File: config.mk
export PLATFORM = sky130hd
export DESIGN_NAME = loop_branch_ctrl
export DESIGN_NICKNAME = d
export VERILOG_FILES = /design/src/rtl/lbc_pkg.sv /design/src/rtl/lbc_rst_sync.sv /design/src/rtl/lbc_decide.sv /design/src/rtl/lbc_down_reg.sv /design/src/rtl/lbc_stage_preds.sv /design/src/rtl/loop_branch_ctrl.sv
export SDC_FILE = /design/constraint.sdc
export NUM_CORES = 1
export LEC_CHECK = 0
export BUFFER_PORTS_ARGS = -buffer_cell sky130_fd_sc_hd__buf_2
export CAP_MARGIN = 20
export CORE_UTILIZATION = 23
export DETAILED_ROUTE_END_ITERATION = 8
export SYNTH_ARGS = -nofsm -noshare
export SYNTH_HDL_FRONTEND = slang
export SYNTH_SLANG_ARGS = --single-unit
File: constraint.sdc
create_clock -name clk -period 3.39 [get_ports clk]
set_input_delay 0.678 -clock clk [delete_from_list [all_inputs] [get_ports clk]]
set_output_delay 0.678 -clock clk [all_outputs]
set_load 0.005 [all_outputs]
File: src/rtl/lbc_pkg.sv
package lbc_pkg;

  typedef enum logic {
    BK_COUNTED = 1'b0,
    BK_WHILE   = 1'b1
  } br_kind_e;

  typedef struct packed {
    logic taken;
    logic fall;
    logic rotate;
    logic first_val;
    logic itc_dec;
    logic drc_dec;
  } br_dec_t;

endpackage

File: src/rtl/lbc_rst_sync.sv
module lbc_rst_sync (
  input  logic clk,
  input  logic rst_n,
  output logic rst_sync_n
);

  logic [1:0] sync_q;

  always_ff @(posedge clk or negedge rst_n) begin
    if (!rst_n) sync_q <= 2'b00;
    else        sync_q <= {sync_q[0], 1'b1};
  end

  assign rst_sync_n = sync_q[1];

endmodule

File: src/rtl/lbc_decide.sv
module lbc_decide
  import lbc_pkg::*;
#(
  parameter int LC_W = 64,
  parameter int EC_W = 6
) (
  input  logic            valid,
  input  br_kind_e        kind,
  input  logic            cond,
  input  logic [LC_W-1:0] itc,
  input  logic [EC_W-1:0] drc,
  output br_dec_t         dec
);

  localparam logic [EC_W-1:0] DRC_ONE = EC_W'(1);

  logic itc_nz;
  logic drc_nz;
  logic drc_gt1;
  logic new_work;

  assign itc_nz  = |itc;
  assign drc_nz  = |drc;
  assign drc_gt1 = drc > DRC_ONE;

  // New work starts when the iteration count or the condition allows it.
  always_comb begin
    new_work = 1'b0;
    if (valid) begin
      if (kind == BK_COUNTED) new_work = itc_nz;
      else                    new_work = cond;
    end
  end

  always_comb begin
    dec = '0;
    if (valid) begin
      dec.first_val = new_work;
      if (new_work) begin
        dec.taken   = 1'b1;
        dec.rotate  = 1'b1;
        dec.itc_dec = (kind == BK_COUNTED);
      end else if (drc_nz) begin
        dec.rotate  = 1'b1;
        dec.drc_dec = 1'b1;
        dec.taken   = drc_gt1;
        dec.fall    = !drc_gt1;
      end else begin
        dec.fall    = 1'b1;
      end
    end
  end

endmodule

File: src/rtl/lbc_down_reg.sv
module lbc_down_reg #(
  parameter int W = 8
) (
  input  logic         clk,
  input  logic         rst_n,
  input  logic         ld_en,
  input  logic [W-1:0] ld_data,
  input  logic         dec_en,
  output logic [W-1:0] q
);

  logic [W-1:0] q_nx;
  logic         q_en;

  // A load wins over a decrement; a zero value never decrements.
  always_comb begin
    q_en = 1'b0;
    q_nx = q;
    if (ld_en) begin
      q_en = 1'b1;
      q_nx = ld_data;
    end else if (dec_en && (|q)) begin
      q_en = 1'b1;
      q_nx = q - W'(1);
    end
  end

  always_ff @(posedge clk or negedge rst_n) begin
    if (!rst_n)    q <= '0;
    else if (q_en) q <= q_nx;
  end

endmodule

File: src/rtl/lbc_stage_preds.sv
module lbc_stage_preds #(
  parameter int N = 4
) (
  input  logic         clk,
  input  logic         rst_n,
  input  logic         ld_en,
  input  logic [N-1:0] ld_data,
  input  logic         wr_en,
  input  logic         wr_val,
  input  logic         shift,
  output logic [N-1:0] q
);

  logic [N-1:0] q_nx;
  logic         q_en;
  logic [N-1:0] shifted;

  assign shifted[0] = wr_val;

  genvar k;
  generate
    for (k = 1; k < N; k++) begin : g_ripple
      assign shifted[k] = q[k-1];
    end
  endgenerate

  always_comb begin
    q_en = ld_en | wr_en;
    q_nx = q;
    if (ld_en)      q_nx = ld_data;
    else if (shift) q_nx = shifted;
    else if (wr_en) q_nx[0] = wr_val;
  end

  always_ff @(posedge clk or negedge rst_n) begin
    if (!rst_n)    q <= '0;
    else if (q_en) q <= q_nx;
  end

endmodule

File: src/rtl/loop_branch_ctrl.sv
module loop_branch_ctrl
  import lbc_pkg::*;
#(
  parameter int LC_W   = 64,
  parameter int EC_W   = 6,
  parameter int NSTAGE = 4
) (
  input  logic              clk,
  input  logic              rst_n,
  input  logic              br_valid,
  input  logic              br_kind,
  input  logic              cond_pred,
  input  logic              itc_ld_en,
  input  logic [LC_W-1:0]   itc_ld_data,
  input  logic              drc_ld_en,
  input  logic [EC_W-1:0]   drc_ld_data,
  input  logic              pred_ld_en,
  input  logic [NSTAGE-1:0] pred_ld_data,
  output logic              br_taken,
  output logic              br_exit,
  output logic              p16_we,
  output logic              p16_val,
  output logic              rotate,
  output logic [LC_W-1:0]   itc_q,
  output logic [EC_W-1:0]   drc_q,
  output logic [NSTAGE-1:0] stage_pred
);

  logic     rst_int_n;
  br_dec_t  dec;
  br_kind_e kind;

  assign kind = br_kind_e'(br_kind);

  lbc_rst_sync u_rst (
    .clk        (clk),
    .rst_n      (rst_n),
    .rst_sync_n (rst_int_n)
  );

  lbc_decide #(.LC_W(LC_W), .EC_W(EC_W)) u_dec (
    .valid (br_valid),
    .kind  (kind),
    .cond  (cond_pred),
    .itc   (itc_q),
    .drc   (drc_q),
    .dec   (dec)
  );

  lbc_down_reg #(.W(LC_W)) u_itc (
    .clk     (clk),
    .rst_n   (rst_int_n),
    .ld_en   (itc_ld_en),
    .ld_data (itc_ld_data),
    .dec_en  (dec.itc_dec),
    .q       (itc_q)
  );

  lbc_down_reg #(.W(EC_W)) u_drc (
    .clk     (clk),
    .rst_n   (rst_int_n),
    .ld_en   (drc_ld_en),
    .ld_data (drc_ld_data),
    .dec_en  (dec.drc_dec),
    .q       (drc_q)
  );

  lbc_stage_preds #(.N(NSTAGE)) u_preds (
    .clk     (clk),
    .rst_n   (rst_int_n),
    .ld_en   (pred_ld_en),
    .ld_data (pred_ld_data),
    .wr_en   (br_valid),
    .wr_val  (dec.first_val),
    .shift   (dec.rotate),
    .q       (stage_pred)
  );

  assign br_taken = dec.taken;
  assign br_exit  = dec.fall;
  assign p16_we   = br_valid;
  assign p16_val  = dec.first_val;
  assign rotate   = dec.rotate;

endmodule

**Yosys cells after proc, flatten, opt, wreduce, memory -nomap -nowiden**

Index checks and enable logic that the tools add are counted.

- Add/sub/neg operators: 2
- Multipliers: 0
- Div/mod/pow operators: 0
- $lt $le $gt $ge: 1
- Equality and inequality tests: 0
- Shift operators: 0
- Multiplexer cells: 23
- Bitwise operators: 2
- Reduce and logical (&&, ||, !) cells: 13

Operator list:

| cell | number |
|---|---|
| two-way mux 64 bit | 2 |
| OR reduction 64 bit | 1 |
| subtractor 64 x 1 -> 64 bit (second input constant) | 1 |
| two-way mux 6 bit | 3 |
| two-way mux 1 bit | 16 |
| AND reduction 2 bit | 4 |
| > comparator 6 x 1 -> 1 bit (second input constant) | 1 |
| nonzero test 2 bit | 3 |
| OR reduction 6 bit | 1 |
| subtractor 6 x 1 -> 6 bit (second input constant) | 1 |
| two-way mux 4 bit | 1 |
| two-way mux 3 bit | 1 |
| nonzero test 3 bit | 1 |
| logical AND 1 bit | 2 |
| logical NOT 1 bit | 1 |
| inverter 1 bit | 1 |
| OR 1 bit | 1 |

- Register bits after elaboration: 76
- Latch bits: 0
- Bits in writable memories: 0
- ROM bits: 0
- Output and inout port bits: 79
- Memories: 0

**Depth between registers and ports, before layout**

- Depth in word-level cells: 9
- Depth in mapped cells: 9
- Depth with buffers taken out: 8

**Cells and area by module**

From an unflattened synthesis, not the netlist that was laid out.

- Cell total of the unflattened synthesis: 575
- Area total of the unflattened synthesis: 4998.5 µm²

Modules (own cells, without submodules):

| module | instances | cells each | area an instance (µm²) | sequential area each (µm²) |
|---|---|---|---|---|
| lbc_down_reg at u_itc | 1 | 468 | 4068.9 | 1601.5 |
| lbc_down_reg at u_drc | 1 | 44 | 395.4 | 150.1 |
| lbc_decide | 1 | 41 | 256.5 | 0.0 |
| lbc_stage_preds | 1 | 18 | 216.5 | 100.1 |
| lbc_rst_sync | 1 | 3 | 53.8 | 50.0 |
| loop_branch_ctrl | 1 | 1 | 7.5 | 0.0 |

**Least setup slack after synthesis**

No wires, ideal clock.

- Kind: register to output
- From: register u_itc.q[22]
- To: output port br_taken
- Arrival: 2.407 ns
- Data required time: 2.712 ns
- Setup slack: 0.305 ns
- Cell stages (with the launch flop): 9
- Path buffers: 2
- Cell sequence: dfrtp_1 or4_4 or4b_1 nor2_1 buf_4 buf_2 nand3b_1 a21o_1 and2_1

- Word-level cells in the longest chain between the ends: 5

Ends and longest elaborated chain:

| what | line | RTL |
|---|---|---|
| start, declared | lbc_down_reg.sv:9 | `output logic [W-1:0] q` |
| start signal, assigned | lbc_down_reg.sv:30 | `else if (q_en) q <= q_nx;` |
| OR reduction 64 bit | lbc_decide.sv:22 | `assign itc_nz = \|itc;` |
| two-way mux 1 bit | lbc_decide.sv:30 | `if (kind == BK_COUNTED) new_work = itc_nz;` |
| two-way mux 1 bit | lbc_decide.sv:29 | `if (valid) begin` |
| two-way mux 1 bit | lbc_decide.sv:39 | `if (new_work) begin` |
| two-way mux 6 bit | lbc_decide.sv:37 | `if (valid) begin` |
| end, declared | loop_branch_ctrl.sv:19 | `output logic br_taken,` |

Every way passes these cells.

**Worst setup path in the final report**

Ends and elaborated chain as after synthesis.

==> qor.csv <==
metric;value;unit
die_width;148.8;µm
multi_input_area;2889;µm²
drt-initial-drc-count;303;
worstSetupPathType;reg -> out;
synth-seq-cells;76;
cp_data_required_time;2.71;ns
grt_usage;15.47;%
core;21090;µm²
syn-cell-area;4960;µm²
clkLatencyLatePin;0.35;ns
synth_top_cell_by_area;dfrtp_1;
leakage;2.755;nW
routed_via_density;4.797;
start_util;23.52;%
nFillCells;2305;
drtAntennaViolNets;0;
skew;0.01549;ns
hold_class;in -> async;
die_area;22150;µm²
arrival;2.59;ns
status;finished, final reports clean;
r2r-start;u_itc.q[0];
fin_crit_sh;96.39;%
yosysWarnings;0;
cts_root_buf;clkbuf_16;
start_kind;register;
fin_util;31.03;%
overflow;0;
synth-main-ff-cell;dfrtp_1;
period_needed;3.267;ns
p_per_area;414.7;nW/µm²
antenna_cells;0;
clock_path_buffers;2;
antenna_found_initial;0;
pin_count;161;
avgSynthCellArea;8.920;µm²
synth_cells;556;
final_common_cell;buf_2;
tritoncts;built;
vdd_drop_max;0.2169;mV
ys_types;69;
synth-edff-count;0;
finalSetupViolCount;0;
vias;4807;
cts_max_level;3;
nNetsFinal;808;
die_h;148.8;µm
num_rows;53;
critPathCaptureType;output pin;
area_growth;31.94;%
synth.top_cell.area_share;38.35;%
drive_gt1_share;34.53;%
grt_first_pass_wirelength;26320;µm
worstMarginPinSlew;0.7620;ns
syn-num-nets;642;
ff_latch_area;1906;µm²
route.detailed.drc;0;
ys_async_sr_fraction;100.0;%
clock-sinks;76;
dpl.hpwl;12580;µm
timing_max_transition_violations_final;0;
seq_area_frac_synth;38.35;%
most-common-layout-cells;buf_2, dfrtp_1, nand2_1;
cp_max_fo;4;
hold_viol_final;0;
port_buffers;160;
crit_start;u_itc.q[22];
wl;16730;µm
max_freq;306.0;MHz
cts.clk_slew.worst_paths;0.06;ns
gp_congestion;0.8058;
grt_max_degree;75;
grt_pass1_vias;4759;
fin_area;6544;µm²
synth_area_leaders;dfrtp_1, xnor2_1, nand2_1;
wl_per_cell;16.70;µm
placed_cell_area;6131;µm²
numCtsBuffers;9;
maxCapViolations;0;
slew_headroom;48.73;%
drt_first_pass_iters;4;
==> metrics by stage <==
| step | TNS, ns | hold slack (ns) | total power, mW | std cells | setup WS, ns |
|---|---|---|---|---|---|
| finish | 0 | 0.1138 | 2.714 | 1002 | 0.1225 |
| global route | -0.002576 | 0.09897 | 2.852 | 1002 | -0.002576 |
| CTS | 0 | 0.09791 | 2.734 | 998 | 0.04371 |
| detailed placement | 0 | 0.3387 | 1.614 | 982 | 0.3730 |
| global placement | 0 | 0.3350 | 1.608 | 982 | 0.4039 |
| floorplan | 0 | 0.3312 | 1.373 | 556 | 0.3051 |
==> final timing paths <==
kind                                        end  slack [ns]  cells past startpoint
worst min-delay path            u_rst.sync_q[1]        0.11                      1
min in group clk                u_rst.sync_q[1]        0.35                      0
worst max-delay path                   br_taken        0.12                      7
worst max register to register      u_itc.q[31]        0.55                      6
worst min register to register     u_preds.q[0]        0.30                      0
max in group asynchronous           u_itc.q[44]        2.48                      1
==> power breakdown <==
part | internal [mW] | switching (mW)
combinational | 0.239 | 0.235
clock | 0.703 | 0.404
sequential | 0.995 | 0.138
==> timing repair <==
item                                    4_1_cts  5_1_grt
resized for setup                             1        5
pin swaps                                     0        2
hold buffers                                  0        0
endpoints found under the setup margin        1        3
setup buffers                                 0        3
==> logic make-up (layout without fill, tap and decap cells) <==
| logic type | count (synthesis) | in the layout | synth area share [%] |
|---|---|---|---|
| AND/OR/NAND/NOR | 255 | 255 | 29.74 |
| multiplexers | 16 | 16 | 3.582 |
| adder cells (fa/ha/maj) | 4 | 4 | 1.009 |
| XOR/XNOR | 39 | 39 | 6.887 |
| buffers and inverters | 48 | 219 | 4.061 |
| other | 1 | 1 | 0.07561 |
| flip-flops | 76 | 76 | 38.35 |
| AO/OA/AOI/OAI | 117 | 117 | 16.30 |
==> worst max-delay path, stage by stage, from the launching register on <==
cell and delay, ns:
dfrtp_1 0.41, or4_4 0.55, or4b_4 0.57, nor2_4 0.12, nand3b_1 0.11, a21o_1 0.21, and2_1 0.15, buf_2 0.12
==> Yosys cell counts, types with 14 or more instances <==
cell type,number
nand3_1,21
nor3_1,22
dfrtp_1,76
a21oi_1,14
clkbuf_1,20
o21ai_0,33
inv_1,19
xnor2_1,29
nand4_1,16
nand2_1,62
nor4_1,16
nor2_1,41
==> registers in the layout, indices dropped and copies added (netlist names) <==
signal / count
u_preds.q: 4
u_rst.sync_q: 2
u_drc.q: 6
u_itc.q: 64
==> per-layer routing <==
layer / up-vias / global-route usage, % / share of wire, %
li1: 2386 / - / -
met1: 2285 / 19.94 / 46
met2: 113 / 25.21 / 48
met3: 23 / 3.517 / 4.1
met4: 0 / 5.612 / 2.1
met5: - / 0 / 0
==> final cells by class <==
type	instances	area share, %
multi-input combinational	432	44.15
sequential	76	29.12
timing repair buffer	184	15.24
tap	275	5.258
clock buffer	12	4.073
inverter	19	1.090
clock inverter	4	1.071
Note: power is estimated with default switching activity, not from simulation.
